$ cat src/rtl/pmc_pkg.sv
package pmc_pkg;

    typedef enum logic [1:0] {
        MODE_COMB_OUT = 2'b00,
        MODE_DED_IN   = 2'b01,
        MODE_REG      = 2'b10,
        MODE_COMB_IO  = 2'b11
    } cell_mode_e;

    typedef enum logic [1:0] {
        EN_GLOBAL,
        EN_TERM,
        EN_ON,
        EN_OFF
    } en_sel_e;

    typedef enum logic [1:0] {
        FB_QBAR,
        FB_PIN,
        FB_ZERO,
        FB_ADJ
    } fb_sel_e;

    typedef struct packed {
        logic    use_reg;
        en_sel_e en_sel;
        fb_sel_e fb_sel;
    } cell_ctl_t;

    // Effective mode once the register permit is applied.
    function automatic cell_mode_e eff_mode(input logic reg_ok,
                                            input logic fam,
                                            input logic sel);
        cell_mode_e m;
        m = cell_mode_e'({fam, sel});
        if (m == MODE_REG && !reg_ok)
            m = MODE_COMB_OUT;
        return m;
    endfunction

    function automatic fb_sel_e fb_from_code(input logic [1:0] code);
        fb_sel_e f;
        case (code)
            2'b10:   f = FB_QBAR;
            2'b11:   f = FB_PIN;
            2'b01:   f = FB_ADJ;
            default: f = FB_ZERO;
        endcase
        return f;
    endfunction

    function automatic en_sel_e en_from_mode(input cell_mode_e m);
        en_sel_e e;
        case (m)
            MODE_REG:     e = EN_GLOBAL;
            MODE_COMB_IO: e = EN_TERM;
            MODE_DED_IN:  e = EN_OFF;
            default:      e = EN_ON;
        endcase
        return e;
    endfunction

endpackage

$ cat src/rtl/pmc_mode_dec.sv
module pmc_mode_dec
    import pmc_pkg::*;
#(
    parameter bit IS_END = 1'b0
) (
    input  logic      reg_ok,
    input  logic      fam,
    input  logic      sel,
    output cell_ctl_t ctl
);
    cell_mode_e mode;
    fb_sel_e    fsel;

    always_comb mode = eff_mode(reg_ok, fam, sel);

    generate
        if (IS_END) begin : g_end_fb
            // End cells: register permit steers the feedback select.
            always_comb fsel = fb_from_code({reg_ok, sel});
        end else begin : g_mid_fb
            always_comb fsel = fb_from_code(mode);
        end
    endgenerate

    always_comb begin
        ctl.use_reg = (mode == MODE_REG);
        ctl.en_sel  = en_from_mode(mode);
        ctl.fb_sel  = fsel;
    end
endmodule

$ cat src/rtl/pmc_dreg.sv
module pmc_dreg (
    input  logic clk,
    input  logic rst,
    input  logic d,
    output logic q
);
    always_ff @(posedge clk) begin
        if (rst) q <= 1'b0;
        else     q <= d;
    end
endmodule

$ cat src/rtl/pmc_cell.sv
module pmc_cell
    import pmc_pkg::*;
#(
    parameter bit IS_END = 1'b0
) (
    input  logic clk,
    input  logic rst,
    input  logic reg_ok,
    input  logic fam,
    input  logic sel,
    input  logic pol,
    input  logic sum_in,
    input  logic oe_pt,
    input  logic oe_n,
    input  logic own_pin,
    input  logic adj_pin,
    output logic pin_out,
    output logic pin_oe,
    output logic fb
);
    cell_ctl_t ctl;
    logic      q;
    logic      data;

    pmc_mode_dec #(.IS_END(IS_END)) u_dec (
        .reg_ok (reg_ok),
        .fam    (fam),
        .sel    (sel),
        .ctl    (ctl)
    );

    pmc_dreg u_reg (
        .clk (clk),
        .rst (rst),
        .d   (sum_in),
        .q   (q)
    );

    always_comb begin
        data    = ctl.use_reg ? q : sum_in;
        pin_out = data ^ ~pol;
    end

    always_comb begin
        case (ctl.en_sel)
            EN_GLOBAL: pin_oe = ~oe_n;
            EN_TERM:   pin_oe = oe_pt;
            EN_ON:     pin_oe = 1'b1;
            default:   pin_oe = 1'b0;
        endcase
    end

    always_comb begin
        case (ctl.fb_sel)
            FB_QBAR: fb = ~q;
            FB_PIN:  fb = own_pin;
            FB_ADJ:  fb = adj_pin;
            default: fb = 1'b0;
        endcase
    end
endmodule

$ cat src/rtl/pmc_array.sv
module pmc_array #(
    parameter int N_CELL = 8
) (
    input  logic              clk,
    input  logic              rst,
    input  logic              reg_en,
    input  logic              fam_reg,
    input  logic [N_CELL-1:0] sl_mode,
    input  logic [N_CELL-1:0] sl_pol,
    input  logic [N_CELL-1:0] sum_term,
    input  logic [N_CELL-1:0] oe_term,
    input  logic              oe_n,
    input  logic [N_CELL-1:0] pin_in,
    output logic [N_CELL-1:0] pin_out,
    output logic [N_CELL-1:0] pin_oe,
    output logic [N_CELL-1:0] fb
);
    localparam int HALF = N_CELL / 2;
    localparam int LAST = N_CELL - 1;

    logic [N_CELL-1:0] adj;

    genvar i;
    generate
        for (i = 0; i < N_CELL; i++) begin : g_cell
            if (i == 0) begin : g_adj_lo
                assign adj[i] = oe_n;
            end else if (i == LAST) begin : g_adj_hi
                assign adj[i] = clk;
            end else if (i < HALF) begin : g_adj_down
                assign adj[i] = pin_in[i-1];
            end else begin : g_adj_up
                assign adj[i] = pin_in[i+1];
            end

            pmc_cell #(.IS_END((i == 0) || (i == LAST))) u_cell (
                .clk     (clk),
                .rst     (rst),
                .reg_ok  (reg_en),
                .fam     (fam_reg),
                .sel     (sl_mode[i]),
                .pol     (sl_pol[i]),
                .sum_in  (sum_term[i]),
                .oe_pt   (oe_term[i]),
                .oe_n    (oe_n),
                .own_pin (pin_in[i]),
                .adj_pin (adj[i]),
                .pin_out (pin_out[i]),
                .pin_oe  (pin_oe[i]),
                .fb      (fb[i])
            );
        end
    endgenerate
endmodule

$ cat config.mk
export PLATFORM = sky130hd
export DESIGN_NAME = pmc_array
export DESIGN_NICKNAME = d
export VERILOG_FILES = /design/src/rtl/pmc_pkg.sv /design/src/rtl/pmc_mode_dec.sv /design/src/rtl/pmc_dreg.sv /design/src/rtl/pmc_cell.sv /design/src/rtl/pmc_array.sv
export SDC_FILE = /design/constraint.sdc
export NUM_CORES = 1
export LEC_CHECK = 0
export CORE_MARGIN = 2
export CORE_UTILIZATION = 38
export DETAILED_ROUTE_END_ITERATION = 6
export GPL_ROUTABILITY_DRIVEN = 0
export PLACE_DENSITY = 0.95
export SLEW_MARGIN = 25
export SYNTH_ARGS = -nofsm -noshare
export SYNTH_HDL_FRONTEND = slang
export SYNTH_HIERARCHICAL = 1
export SYNTH_SLANG_ARGS = --single-unit
$ cat constraint.sdc
create_clock -name clk -period 4.1 [get_ports clk]
set_clock_uncertainty 0.05 [all_clocks]
set_input_delay 0.82 -clock clk [delete_from_list [all_inputs] [get_ports clk]]
set_output_delay 0.82 -clock clk [all_outputs]
set_load 0.01 [all_outputs]
### Word-level counts from Yosys, hierarchy flattened

Index checks and enable logic that the tools add are counted.

* register bits after elaboration: 8

* equal/unequal tests: 64
* bitwise gates (word level): 25
* mux-type cells: 42
* reductions and logical operators: 19

Operator list (number)
* 2-bit equality test, second input constant: 44
* 2-bit one-hot mux with 3 select lines: 10
* 1-bit one-hot mux with 3 select lines: 16
* 2-bit by 1-bit equality test with 1-bit output, second input constant: 20
* 2-bit zero test: 10
* 1-bit inverter: 17
* 2-bit 2-to-1 mux: 8
* 1-bit logical AND: 8
* 1-bit 2-to-1 mux: 8
* 1-bit XOR: 8
* 1-bit zero test: 1

### Logic depth before layout (Yosys ltp)

Gate-level depths: netlist (run 1).

* word-level depth: 7
* mapped depth: 4
* depth with buffers taken out: 3

### Cells and area by module

Netlist (run 1), hierarchy kept.

By module, submodules not included
* pmc_cell: cells each 8, instances 8, area each 58.8 um2, seq. area each 0.0 um2
* pmc_dreg: cells each 2, instances 8, area each 33.8 um2, seq. area each 20.0 um2
* pmc_mode_dec (g_cell[1].u_cell.u_dec ...): cells each 5, instances 6, area each 32.5 um2, seq. area each 0.0 um2
* pmc_mode_dec (g_cell[0].u_cell.u_dec ...): cells each 5, instances 2, area each 25.0 um2, seq. area each 0.0 um2

==> flow_metrics.py, run 1 <==
metrics = {
    "run_status": {
        "status": "finished, final reports clean",
    },
    "sta": {
        "relSlewSlack_pct": 45.2,
        "fin_setup_tns_ps": 0,
        "maxSlewViolCount": 0,
        "period_share_pct": 95.2,
        "max_freq_mhz": 256,
        "worstMarginPinSlew_ps": 819,
        "final-hold-violation-count": 0,
        "setup_viol": 0,
        "rsz0062_at_grt": "no",
        "fin_crit_ps": 3900,
    },
    "floorplan": {
        "rows": 18,
        "dieArea_sq_mm": 0.00302,
        "die_width_microns": 54.9,
        "core_sq_mm": 0.00248,
        "initial_core_util_pct": 39.8,
        "die_h_microns": 54.9,
        "io-pin-count": 69,
    },
    "synth": {
        "ys_seq_area_share_pct": 16.2,
        "synthCells": 120,
        "synthXorXnorAreaFrac_pct": 7.11,
        "synth_area_leaders": "dfxtp_1 16%, nor2b_4 11%, buf_4 9.1%",
        "ys_ff_latch": 8,
        "netlist.area_leader.share_pct": 16.2,
        "synthMuxAreaShare_pct": 17.3,
        "synthAdderAreaFrac_pct": 0,
        "yosys.area_share.simple_pct": 30.5,
        "yosysWarnings": 6,
        "synth.distinct_cells": 15,
        "synth-compound-area-share_pct": 15.2,
        "netlist_area_sq_um": 986,
        "syn_avg_cell_area_sq_um": 8.22,
        "yosysTopAreaCell": "dfxtp_1",
        "synth_top_family_by_area": "simple AND/OR/NAND/NOR gates",
        "syn-num-nets": 165,
    },
    "finish": {
        "area_growth_syn_to_layout_pct": 64.3,
        "diodes": 0,
        "seq_area_sq_um": 160,
        "fillers": 218,
        "largest_register_ffs": 8,
        "fin_nets": 219,
        "layout.cells.non_filler": 202,
        "stdcell_area_sq_mm": 0.00162,
        "regMostFlops": "g_cell.u_cell/u_reg/q",
        "drive_gt1_share_pct": 8.14,
        "reg_top3": "g_cell.u_cell/u_reg/q: 8 flops",
        "multiInputGateArea_sq_um": 691,
    },
    "setup_path": {
        "crit_path_end_kind": "primary output",
        "critPathRequiredTime_ps": 3230,
        "arrival_ps": 3030,
        "setup.worst_path.class": "primary input to primary output",
        "startpoint_type": "primary input",
        "crit_path_max_fanout": 18,
    },
    "power_and_ir_drop": {
        "power.total_uw": 365,
        "p_leak_nw": 0.698,
        "powerDensity_mw_per_mm2": 225,
        "ir_drop_v": 0.000225,
    },
    "route": {
        "detail-route-antenna-nets": 0,
        "drcViolationCount": 0,
        "wl_per_cell_microns": 13.4,
        "vias_per_cell": 5.06,
        "dr_total_vias": 1022,
        "dr.pass1.iters": 4,
        "drtIter0Drc": 12,
        "wl_mm": 2.70,
    },
    "grt": {
        "grt_remaining_overflow": 0,
        "grt_use_total_pct": 20.4,
        "grt_pass1_vias": 1039,
        "grt_pass1_wl_mm": 4.23,
        "antenna_found_initial": 0,
        "grt_max_degree": 19,
    },
    "placement": {
        "dp_cells": 196,
        "io_buffers": 68,
        "placed_area_sq_mm": 0.00158,
        "dp_hpwl_mm": 2.15,
    },
    "worst_hold_path": {
        "whs_path_depth": 2,
        "hold_path_class": "primary input to register",
        "hp-start": "sum_term[3]",
        "holdPathEnd": "g_cell[3].u_cell/u_reg/q",
    },
    "flow_run": {
        "drv_cap": 0,
    },
    "clock_network": {
        "postCtsSetupBuffers": 0,
        "cts_tree": "done",
        "path_clk_slew_ps": 50,
        "hold_buffers": 0,
    },
}
where the power goes:
group | internal, mW | switching, mW | total (mW)
combinational | 0.105 | 0.0620 | 0.167
sequential | 0.0820 | 0.00206 | 0.0841
clock | 0.0731 | 0.0407 | 0.114
per-layer routing:
metal  global-route usage (%)  vias to the layer above  part of all wire, %
li1                         -                      511                    -
met1                     18.2                      456                   36
met2                     38.3                       51                   53
met3                     9.14                        4                  9.9
met4                     10.2                        0                 0.93
met5                        0                        -                    0
worst max path at each step:
stage	startpoint	end	slack, ps	cells past startpoint
after floorplan	clk	fb[7]	700	2
after global placement	clk	fb[7]	280	3
after detailed placement	reg_en	fb[2]	200	5
after CTS	clk	fb[7]	190	5
after global routing	reg_en	fb[2]	40	5
final	reg_en	fb[5]	200	5
cell usage in the layout (no fill, tap or decap):
| cell type | synthesis | final |
|---|---|---|
| clkbuf_4 | 0 | 6 |
| mux2_1 | 8 | 8 |
| mux2i_1 | 8 | 8 |
| dfxtp_1 | 8 | 8 |
| xor2_1 | 8 | 8 |
| inv_1 | 2 | 2 |
| o22ai_1 | 8 | 8 |
| o21ai_0 | 8 | 8 |
| dlygate4sd2_1 | 0 | 1 |
| clkdlybuf4s50_1 | 0 | 67 |
| a21o_1 | 8 | 8 |
| and3b_1 | 8 | 8 |
| nor3_1 | 8 | 8 |
| nand2_1 | 8 | 8 |
| nor2b_1 | 8 | 8 |
| nor2b_4 | 8 | 8 |
stage by stage:
step / setup slack (ps) / util, % / hold slack, ps
after floorplan: 700 / - / 834
after global placement: 277 / 63.6 / 1360
after detailed placement: 197 / 63.6 / 1360
after CTS: 195 / 65.4 / 984
after global routing: 41.8 / 65.4 / 970
final: 197 / 65.4 / 996
area by class of cell:
| class | instances | share of cell area, % |
|---|---|---|
| sequential | 8 | 9.88 |
| tap | 30 | 2.32 |
| inverter | 2 | 0.463 |
| clock buffer | 7 | 3.32 |
| timing repair buffer | 67 | 41.4 |
| multi-input combinational | 88 | 42.6 |
cells by family (layout without fill, tap and decap cells):
| family | after synthesis | in the layout |
|---|---|---|
| simple gates | 40 | 40 |
| flops | 8 | 8 |
| xor+xnor | 8 | 8 |
| compound gates | 24 | 24 |
| buf+inv | 24 | 76 |
| mux | 16 | 16 |
cell usage after synthesis:
library cell  instances
and3b_1               8
clkbuf_1             10
mux2i_1               8
xor2_1                8
a21o_1                8
o21ai_0               8
mux2_1                8
nor2b_4               8
o22ai_1               8
nand2_1               8
dfxtp_1               8
nor3_1                8
inv_1                 2
buf_4                12
nor2b_1               8
worst max-delay path, stage by stage:
cell	delay (ps)
clkdlybuf4s50_1	660
o21ai_0	520
mux2_1	370
a21o_1	180
clkdlybuf4s50_1	470
what timing repair did:
item / in CTS / in global routing
gates resized for setup: 1 / 0
endpoints found under the hold margin: 0 / 0
endpoints found under the setup margin: 1 / 0
Power figures use the tool's default switching activity.
==> run 2: changes to the inputs <==
--- a/config.mk
+++ b/config.mk
@@ -15,3 +15,4 @@
 export SYNTH_HDL_FRONTEND = slang
 export SYNTH_HIERARCHICAL = 1
 export SYNTH_SLANG_ARGS = --single-unit
+export TNS_END_PERCENT = 1
==> results of run 2 <==
No change in the layout: final DEF, timing and power equal those of run 1.
